**src/rtl/vcmux_pkg.sv**
```systemverilog
package vcmux_pkg;
  localparam int MaxVcW = 6;

  typedef enum logic {
    NetBe  = 1'b0,
    NetCbr = 1'b1
  } netSel_e;

  typedef struct packed {
    logic              send;
    netSel_e           net;
    logic [MaxVcW-1:0] vc;
  } sendStrobe_t;
endpackage

```
**src/rtl/vcmux_ctrl.sv**
```systemverilog
module vcmux_ctrl
  import vcmux_pkg::*;
#(
  parameter int NUM_VC = 4
) (
  input  logic              clk,
  input  logic              rstN,
  input  logic [NUM_VC-1:0] eligible,
  output sendStrobe_t       strb
);
  localparam int HALF = NUM_VC / 2;
  localparam int HW   = (HALF > 1) ? $clog2(HALF) : 1;

  logic          prioCbr;
  logic          useCbr;
  logic [HW-1:0] winIdx;
  logic          bothNow;

  generate
    for (genvar n = 0; n < 2; n++) begin : g_net
      localparam netSel_e MyNet = (n == 1) ? NetCbr : NetBe;
      logic [HALF-1:0] req;
      logic            hit;
      logic [HW-1:0]   idx;
      logic [HW-1:0]   rrPtr;

      assign req = eligible[n*HALF +: HALF];

      // walk from the largest offset down so the nearest requester after the pointer wins
      always_comb begin
        hit = 1'b0;
        idx = '0;
        for (int off = HALF; off >= 1; off--) begin
          if (req[(int'(rrPtr) + off) % HALF]) begin
            hit = 1'b1;
            idx = HW'((int'(rrPtr) + off) % HALF);
          end
        end
      end

      always_ff @(posedge clk) begin
        if (!rstN) rrPtr <= HW'(HALF - 1);
        else if (strb.send && strb.net == MyNet) rrPtr <= idx;
      end
    end
  endgenerate

  always_ff @(posedge clk) begin
    if (!rstN) prioCbr <= 1'b0;
    else       prioCbr <= ~prioCbr;
  end

  always_comb begin
    useCbr    = prioCbr ? g_net[1].hit : (!g_net[0].hit && g_net[1].hit);
    winIdx    = useCbr ? g_net[1].idx : g_net[0].idx;
    strb      = '0;
    strb.send = g_net[0].hit | g_net[1].hit;
    strb.net  = useCbr ? NetCbr : NetBe;
    strb.vc   = MaxVcW'(useCbr ? HALF + int'(winIdx) : int'(winIdx));
  end

  assign bothNow = g_net[0].hit & g_net[1].hit;


  net_alternate_chk: assert property (@(posedge clk) disable iff (!rstN)
    (bothNow && $past(bothNow)) |-> (strb.net != $past(strb.net)));


  vc_range_chk: assert property (@(posedge clk) disable iff (!rstN)
    strb.send |-> (int'(strb.vc) < NUM_VC));
endmodule

```
**src/rtl/vcmux_datapath.sv**
```systemverilog
module vcmux_datapath
  import vcmux_pkg::*;
#(
  parameter int NUM_VC       = 4,
  parameter int VC_W         = 2,
  parameter int FLIT_W       = 16,
  parameter int QUEUE_DEPTH  = 4,
  parameter int CREDIT_DEPTH = 4
) (
  input  logic                     clk,
  input  logic                     rstN,
  input  logic [NUM_VC-1:0]        inValid,
  input  logic [NUM_VC*FLIT_W-1:0] inData,
  output logic [NUM_VC-1:0]        inReady,
  input  logic                     creditValid,
  input  logic [VC_W-1:0]          creditVc,
  input  sendStrobe_t              strb,
  output logic [NUM_VC-1:0]        eligible,
  output logic                     linkValid,
  output logic [FLIT_W-1:0]        linkFlit,
  output logic [VC_W-1:0]          linkVc
);
  localparam int PTR_W = (QUEUE_DEPTH > 1) ? $clog2(QUEUE_DEPTH) : 1;
  localparam int CNT_W = $clog2(QUEUE_DEPTH + 1);
  localparam int CRD_W = $clog2(CREDIT_DEPTH + 1);
  localparam int HALF  = NUM_VC / 2;

  logic [VC_W-1:0]   sendVc;
  logic [FLIT_W-1:0] headData [NUM_VC];

  assign sendVc = strb.vc[VC_W-1:0];

  generate
    for (genvar v = 0; v < NUM_VC; v++) begin : g_vc
      localparam logic [VC_W-1:0] MyIdx = VC_W'(v);
      logic [FLIT_W-1:0] mem [QUEUE_DEPTH];
      logic [PTR_W-1:0]  rdPtr, wrPtr;
      logic [CNT_W-1:0]  count;
      logic [CRD_W-1:0]  credit;
      logic              push, pop, ret;

      assign inReady[v]  = (count != CNT_W'(QUEUE_DEPTH));
      assign push        = inValid[v] & inReady[v];
      assign pop         = strb.send && (sendVc == MyIdx);
      assign ret         = creditValid && (creditVc == MyIdx) && (credit != CRD_W'(CREDIT_DEPTH));
      assign eligible[v] = (count != '0) && (credit != '0);
      assign headData[v] = mem[rdPtr];

      always_ff @(posedge clk) begin
        if (push) mem[wrPtr] <= inData[v*FLIT_W +: FLIT_W];
      end

      always_ff @(posedge clk) begin
        if (!rstN) begin
          rdPtr  <= '0;
          wrPtr  <= '0;
          count  <= '0;
          credit <= CRD_W'(CREDIT_DEPTH);
        end else begin
          if (push) wrPtr <= (wrPtr == PTR_W'(QUEUE_DEPTH - 1)) ? '0 : wrPtr + 1'b1;
          if (pop)  rdPtr <= (rdPtr == PTR_W'(QUEUE_DEPTH - 1)) ? '0 : rdPtr + 1'b1;
          count  <= count + CNT_W'(push) - CNT_W'(pop);
          credit <= credit + CRD_W'(ret) - CRD_W'(pop);
        end
      end


      pop_needs_credit_chk: assert property (@(posedge clk) disable iff (!rstN)
        pop |-> (credit != '0));


      pop_needs_flit_chk: assert property (@(posedge clk) disable iff (!rstN)
        pop |-> (count != '0));


      credit_bound_chk: assert property (@(posedge clk) disable iff (!rstN)
        credit <= CRD_W'(CREDIT_DEPTH));
    end
  endgenerate

  always_ff @(posedge clk) begin
    if (!rstN) begin
      linkValid <= 1'b0;
      linkFlit  <= '0;
      linkVc    <= '0;
    end else begin
      linkValid <= strb.send;
      if (strb.send) begin
        linkFlit <= headData[sendVc];
        linkVc   <= sendVc;
      end
    end
  end


  net_match_chk: assert property (@(posedge clk) disable iff (!rstN)
    strb.send |-> ((strb.net == NetCbr) == (int'(strb.vc) >= HALF)));
endmodule

```
**src/rtl/vc_link_mux.sv**
```systemverilog
module vc_link_mux
  import vcmux_pkg::*;
#(
  parameter int NUM_VC       = 4,
  parameter int FLIT_W       = 16,
  parameter int QUEUE_DEPTH  = 4,
  parameter int CREDIT_DEPTH = 4,
  localparam int VC_W        = $clog2(NUM_VC)
) (
  input  logic                     clk,
  input  logic                     rstN,
  input  logic [NUM_VC-1:0]        inValid,
  input  logic [NUM_VC*FLIT_W-1:0] inData,
  output logic [NUM_VC-1:0]        inReady,
  input  logic                     creditValid,
  input  logic [VC_W-1:0]          creditVc,
  output logic                     linkValid,
  output logic [FLIT_W-1:0]        linkFlit,
  output logic [VC_W-1:0]          linkVc
);
  sendStrobe_t       strb;
  logic [NUM_VC-1:0] eligible;

  vcmux_ctrl #(
    .NUM_VC(NUM_VC)
  ) u_ctrl (
    .clk     (clk),
    .rstN    (rstN),
    .eligible(eligible),
    .strb    (strb)
  );

  vcmux_datapath #(
    .NUM_VC      (NUM_VC),
    .VC_W        (VC_W),
    .FLIT_W      (FLIT_W),
    .QUEUE_DEPTH (QUEUE_DEPTH),
    .CREDIT_DEPTH(CREDIT_DEPTH)
  ) u_dp (
    .clk        (clk),
    .rstN       (rstN),
    .inValid    (inValid),
    .inData     (inData),
    .inReady    (inReady),
    .creditValid(creditValid),
    .creditVc   (creditVc),
    .strb       (strb),
    .eligible   (eligible),
    .linkValid  (linkValid),
    .linkFlit   (linkFlit),
    .linkVc     (linkVc)
  );
endmodule

```
**config.mk**
```make
export PLATFORM = sky130hd
export DESIGN_NAME = vc_link_mux
export DESIGN_NICKNAME = d
export VERILOG_FILES = /design/src/rtl/vcmux_pkg.sv /design/src/rtl/vcmux_ctrl.sv /design/src/rtl/vcmux_datapath.sv /design/src/rtl/vc_link_mux.sv
export SDC_FILE = /design/constraint.sdc
export NUM_CORES = 1
export LEC_CHECK = 0
export BUFFER_PORTS_ARGS = -buffer_cell sky130_fd_sc_hd__buf_2
export CORE_MARGIN = 1.5
export CORE_UTILIZATION = 40
export CTS_BUF_LIST = sky130_fd_sc_hd__clkbuf_16
export CTS_CLUSTER_DIAMETER = 200
export DETAILED_ROUTE_END_ITERATION = 6
export PLACE_DENSITY_LB_ADDON = 0.08
export SKIP_CTS_REPAIR_TIMING = 1
export SLEW_MARGIN = 5
export SYNTH_ARGS = -nofsm -noshare
export SYNTH_HDL_FRONTEND = slang
export SYNTH_HIERARCHICAL = 1
export SYNTH_SLANG_ARGS = --single-unit
```
**constraint.sdc**
```tcl
create_clock -name clk -period 2.8 [get_ports clk]
set_input_delay 0.14 -clock clk [delete_from_list [all_inputs] [get_ports clk]]
set_output_delay 0.14 -clock clk [all_outputs]
set_load 0.1 [all_outputs]
```
Yosys cells after proc, flatten, opt, wreduce, memory -nomap -nowiden
Memory sizes are Yosys's and may differ from the RTL's. A register that Yosys moved wholly into a read port is not among the register bits.
Cells that the tools add are included.
{"block": "classes", "n_reduce_logical": 30, "mux": 51, "n_lt_le_gt_ge": 5, "bitwise_logic": 12, "n_eq_ne": 22, "add_sub_neg": 29}
{"operator": "2-to-1 mux 2 bit", "count": 17}
{"operator": "binary-select mux 16 bit (select 2 bit)", "count": 1}
{"operator": "2-to-1 mux 16 bit", "count": 2}
{"operator": "2-to-1 mux 1 bit", "count": 31}
{"operator": "adder 3 x 1 -> 3 bit", "count": 8}
{"operator": "equality test 2 bit, second input constant", "count": 12}
{"operator": "inequality test 3 bit, second input constant", "count": 8}
{"operator": "nonzero test 3 bit", "count": 8}
{"operator": "subtractor 3 x 1 -> 3 bit", "count": 8}
{"operator": "logical AND 1 bit", "count": 19}
{"operator": "adder 2 x 1 -> 2 bit, second input constant", "count": 8}
{"operator": "less-than comparator 2 x 3 -> 1 bit, second input constant", "count": 4}
{"operator": "adder 1 bit, second input constant", "count": 4}
{"operator": "bitwise AND 1 bit", "count": 4}
{"operator": "bitwise AND 1 bit, first input constant", "count": 4}
{"operator": "equality test 2 x 1 -> 1 bit, second input constant", "count": 2}
{"operator": "logical NOT 2 bit", "count": 2}
{"operator": ">= comparator 3 bit, second input constant", "count": 1}
{"operator": "NOT 2 -> 3 bit", "count": 1}
{"operator": "adder 2 x 1 -> 2 bit, first input constant", "count": 1}
{"operator": "NOT 1 bit", "count": 2}
{"operator": "logical NOT 1 bit", "count": 1}
{"operator": "OR 1 bit", "count": 1}
{"block": "word_totals", "mem_count": 4, "ff_bits": 62, "in_bits": 73, "ramBits": 256}
{"name": "u_dp.g_vc[0].mem", "words": 4, "word_bits": 16, "rd": 1, "rd_ports_with_merged_regs": 1, "write_ports": 1, "line_no": "vcmux_datapath.sv:36", "source": "logic [FLIT_W-1:0] mem [QUEUE_DEPTH];"}
{"name": "u_dp.g_vc[1].mem", "words": 4, "word_bits": 16, "rd": 1, "rd_ports_with_merged_regs": 1, "write_ports": 1, "line_no": "vcmux_datapath.sv:36"}
{"name": "u_dp.g_vc[2].mem", "words": 4, "word_bits": 16, "rd": 1, "rd_ports_with_merged_regs": 1, "write_ports": 1, "line_no": "vcmux_datapath.sv:36"}
{"name": "u_dp.g_vc[3].mem", "words": 4, "word_bits": 16, "rd": 1, "rd_ports_with_merged_regs": 1, "write_ports": 1, "line_no": "vcmux_datapath.sv:36"}

Longest topological paths before layout
{"block": "depth", "word_depth": 17, "depth_mapped": 18, "depth_no_buf": 16}

Cells and area by module
Netlist, hierarchy kept.
{"mod": "vcmux_datapath", "instances": 1, "cells_each": 741, "area_each_um2": 12897.4, "seq_area_each_um2": 9028.7}
{"mod": "vcmux_ctrl", "instances": 1, "cells_each": 26, "area_each_um2": 210.2, "seq_area_each_um2": 60.1}

Worst setup path after synthesis
Ideal clock, no wire load.
{"block": "synth_timing", "path_kind": "register to register", "startpoint": "register u_dp.g_vc[3].credit[1]", "endpoint": "register u_dp.g_vc[0].count[2]", "period_less_slack_ns": 3.110, "path_buffers": 1, "path_stages_with_launch": 16, "arrival_ns": 2.995, "path_slack_ns": -0.310, "required_time_ns": 2.685, "cell_sequence": "dfxtp_1 -> nor3_1 -> nor2_1 -> or4_1 -> nor2b_1 -> nand2_1 -> buf_2 -> inv_1 -> ha_1 -> inv_1 -> ha_1 -> inv_1 -> fa_1 -> xnor2_1 -> xnor2_1 -> and2_1"}
{"item": "from (decl)", "line_no": "vcmux_datapath.sv:39", "source": "logic [CRD_W-1:0] credit;"}
{"item": "from (signal assigned)", "line_no": "vcmux_datapath.sv:58", "source": "credit <= CRD_W'(CREDIT_DEPTH);"}
{"item": "from (signal assigned)", "line_no": "vcmux_datapath.sv:63", "source": "credit <= credit + CRD_W'(ret) - CRD_W'(pop);"}
{"item": "to (signal assigned)", "line_no": "vcmux_datapath.sv:62", "source": "count <= count + CNT_W'(push) - CNT_W'(pop);"}
{"item": "to (decl)", "line_no": "vcmux_datapath.sv:38", "source": "logic [CNT_W-1:0] count;"}

==> impl_results.md <==
* Peak supply drop at 732.0 uV
* Critical Path RT at 3.17 ns
* Avg WL per Cell at 19.90 um
* Max Cap Viol at 0
* Worst hold path class: in2reg
* Hold_ws at 0.02502 ns
* Post-Synthesis Net Count at 874
* Largest net degree at the start of global routing at 44
* Gpl congestion at 0.7288
* Mapped cell area at 0.01307 mm2
* WL final at 29,130 um
* Worst path arrival time at 3.17 ns
* Commonest non-fill, non-tap cell in the layout: edfxtp_1
* Initial antenna violation count at 0
* Clk pin slew, worst setup/hold paths at 0.06 ns
* Die Wd at 183.7 um
* Post-Syn Instances at 761
* Setup CP Type: reg2reg
* Placement Setup Slack at -0.1151 ns
* Total grt overflow at 0
* Height of the die at 183.7 um
* Tightest Pin Transition at 0.8125 ns
* Final Power at 17.74 mW
* Antenna-violating nets left at 0
* Post-layout min period at 2.798 ns
* Post-DR vias/cell at 5.055
* RSZ-0062 raised after global routing: yes
* Worst Path Max Fanout at 5
* Port bufs at 95
* Most frequent cells in the layout: 256 x edfxtp_1, 95 x buf_2, 75 x buf_4
* Clk_lat worst skew at 0.52 ns
* Critical Path End Type: flip-flop
* Final period util at 99.94%
* Via count at 7,401
* Setup Skew at 0.02496 ns
* Startpoint Class: flip-flop
* Finished Core Util at 51.69%
* TritonCTS clock tree: yes
* Detailed placer's ending HPWL at 19,490 um
* Worst Slack Setup Final at 0.001760 ns
* LEAKAGE at 6.016 nW
* Final Setup Violations at 0
* Initial drt markers at 507
* Clk sinks at 326
* Final nets at 1,114
* CTS buffer count at 36
* PD cells at 1077 mW/mm2
* I/O pin cnt at 96
* Hold Fails Final Rpt at 0
* Final Max Slew Viols at 0
* Num rows at 65
* Avg Inst Size Synth at 17.17 um2
* Ys Warns at 6
* Clock Path Buffers at 3
* Top achievable clock speed at 357.4 MHz
* First-pass GRT wire length at 43,650 um
* Outcome: completed
* Pre-antenna DRT Iters at 4
* DR DRC count at 0
* Fraction of layout cells with a size suffix above 1 at 31.39%
* Post-DP Area at 0.01445 mm2
* Worst slew margin at 45.76%
* H-tree Lvls at 2
* Core ar. at 0.03188 mm2
* # diodes at 0
* CTS root buf: clkbuf_16
* P&R area growth vs syn at 26.12%
* Vias in the first global route at 7,522
* Die area at 0.03376 mm2
* GRT Total Usage at 17.41%
* Finished Cell Area at 0.01648 mm2
* Starting density of the core at 40.99%
[worst max-delay path, stage by stage, from the launching register on]
cell      delay, ns
dfxtp_1        0.32
nor3_2         0.25
nor2_4         0.08
o21bai_4       0.14
a22oi_2        0.10
a31oi_2        0.22
buf_6          0.15
buf_4          0.12
nand2_4        0.04
buf_6          0.12
xnor2_2        0.15
ha_2           0.18
inv_1          0.05
fa_2           0.33
xor2_1         0.17
xnor2_1        0.18
nand2_1        0.08
[path summary, 6_finish.rpt]
path / slack (ns) / from / end / depth (start not counted)
setup / recovery: 0.002 / u_dp/g_vc[1].count[0]$_SDFF_PN0_ / u_dp/g_vc[3].credit[2]$_SDFF_PN1_ / 16
hold / removal: 0.03 / inValid[3] / u_dp/g_vc[3].wrPtr[0]$_SDFFE_PN0P_ / 4
setup reg to reg: 0.002 / u_dp/g_vc[1].count[0]$_SDFF_PN0_ / u_dp/g_vc[3].credit[2]$_SDFF_PN1_ / 16
hold reg to reg: 0.45 / u_ctrl/prioCbr$_SDFF_PN0_ / u_ctrl/prioCbr$_SDFF_PN0_ / 1
[metrics by stage]
stage / instances / setup TNS, ns
floorplan: 761 / -0.02152
global placement: 1326 / -0.04378
detailed placement: 1326 / -0.3008
CTS: 1392 / -0.4441
global route: 1464 / -0.6218
finish: 1464 / 0
[registers in the layout (all words and copies together), names as in the netlist, named ones only]
name                flops
u_dp/g_vc.count        12
u_dp/linkFlit          16
u_ctrl/g_net.rrPtr      2
u_dp/linkValid          1
u_dp/g_vc.credit       12
u_dp/g_vc.mem         256
u_ctrl/prioCbr          1
u_dp/linkVc             2
u_dp/g_vc.rdPtr         8
u_dp/g_vc.wrPtr         8
[cell type report]
| class | count | area [um2] |
|---|---|---|
| clock buffers | 38 | 950.9 |
| clock inverters | 28 | 156.4 |
| fillers | 2690 | 15400 |
| inverters | 27 | 106.4 |
| multi-input cells | 372 | 3901 |
| flip-flops and latches | 326 | 9096 |
| well taps | 435 | 544.3 |
| repair buffers | 238 | 1724 |
[metal layers]
metal  share of wire (%)  up-vias  track usage, %
li1                    -     3418               -
met1                  44     3781           23.00
met2                  49      162           29.06
met3                 5.3       40           3.566
met4                 1.6        0           5.180
met5                   0        -               0
[where the power goes]
group	internal, mW	total, mW	switching (mW)
Sequential	5.94	6.34	0.400
Clock	2.55	4.39	1.84
Combinational	2.92	7.01	4.09
No activity file was read; power rests on OpenSTA's default activity.
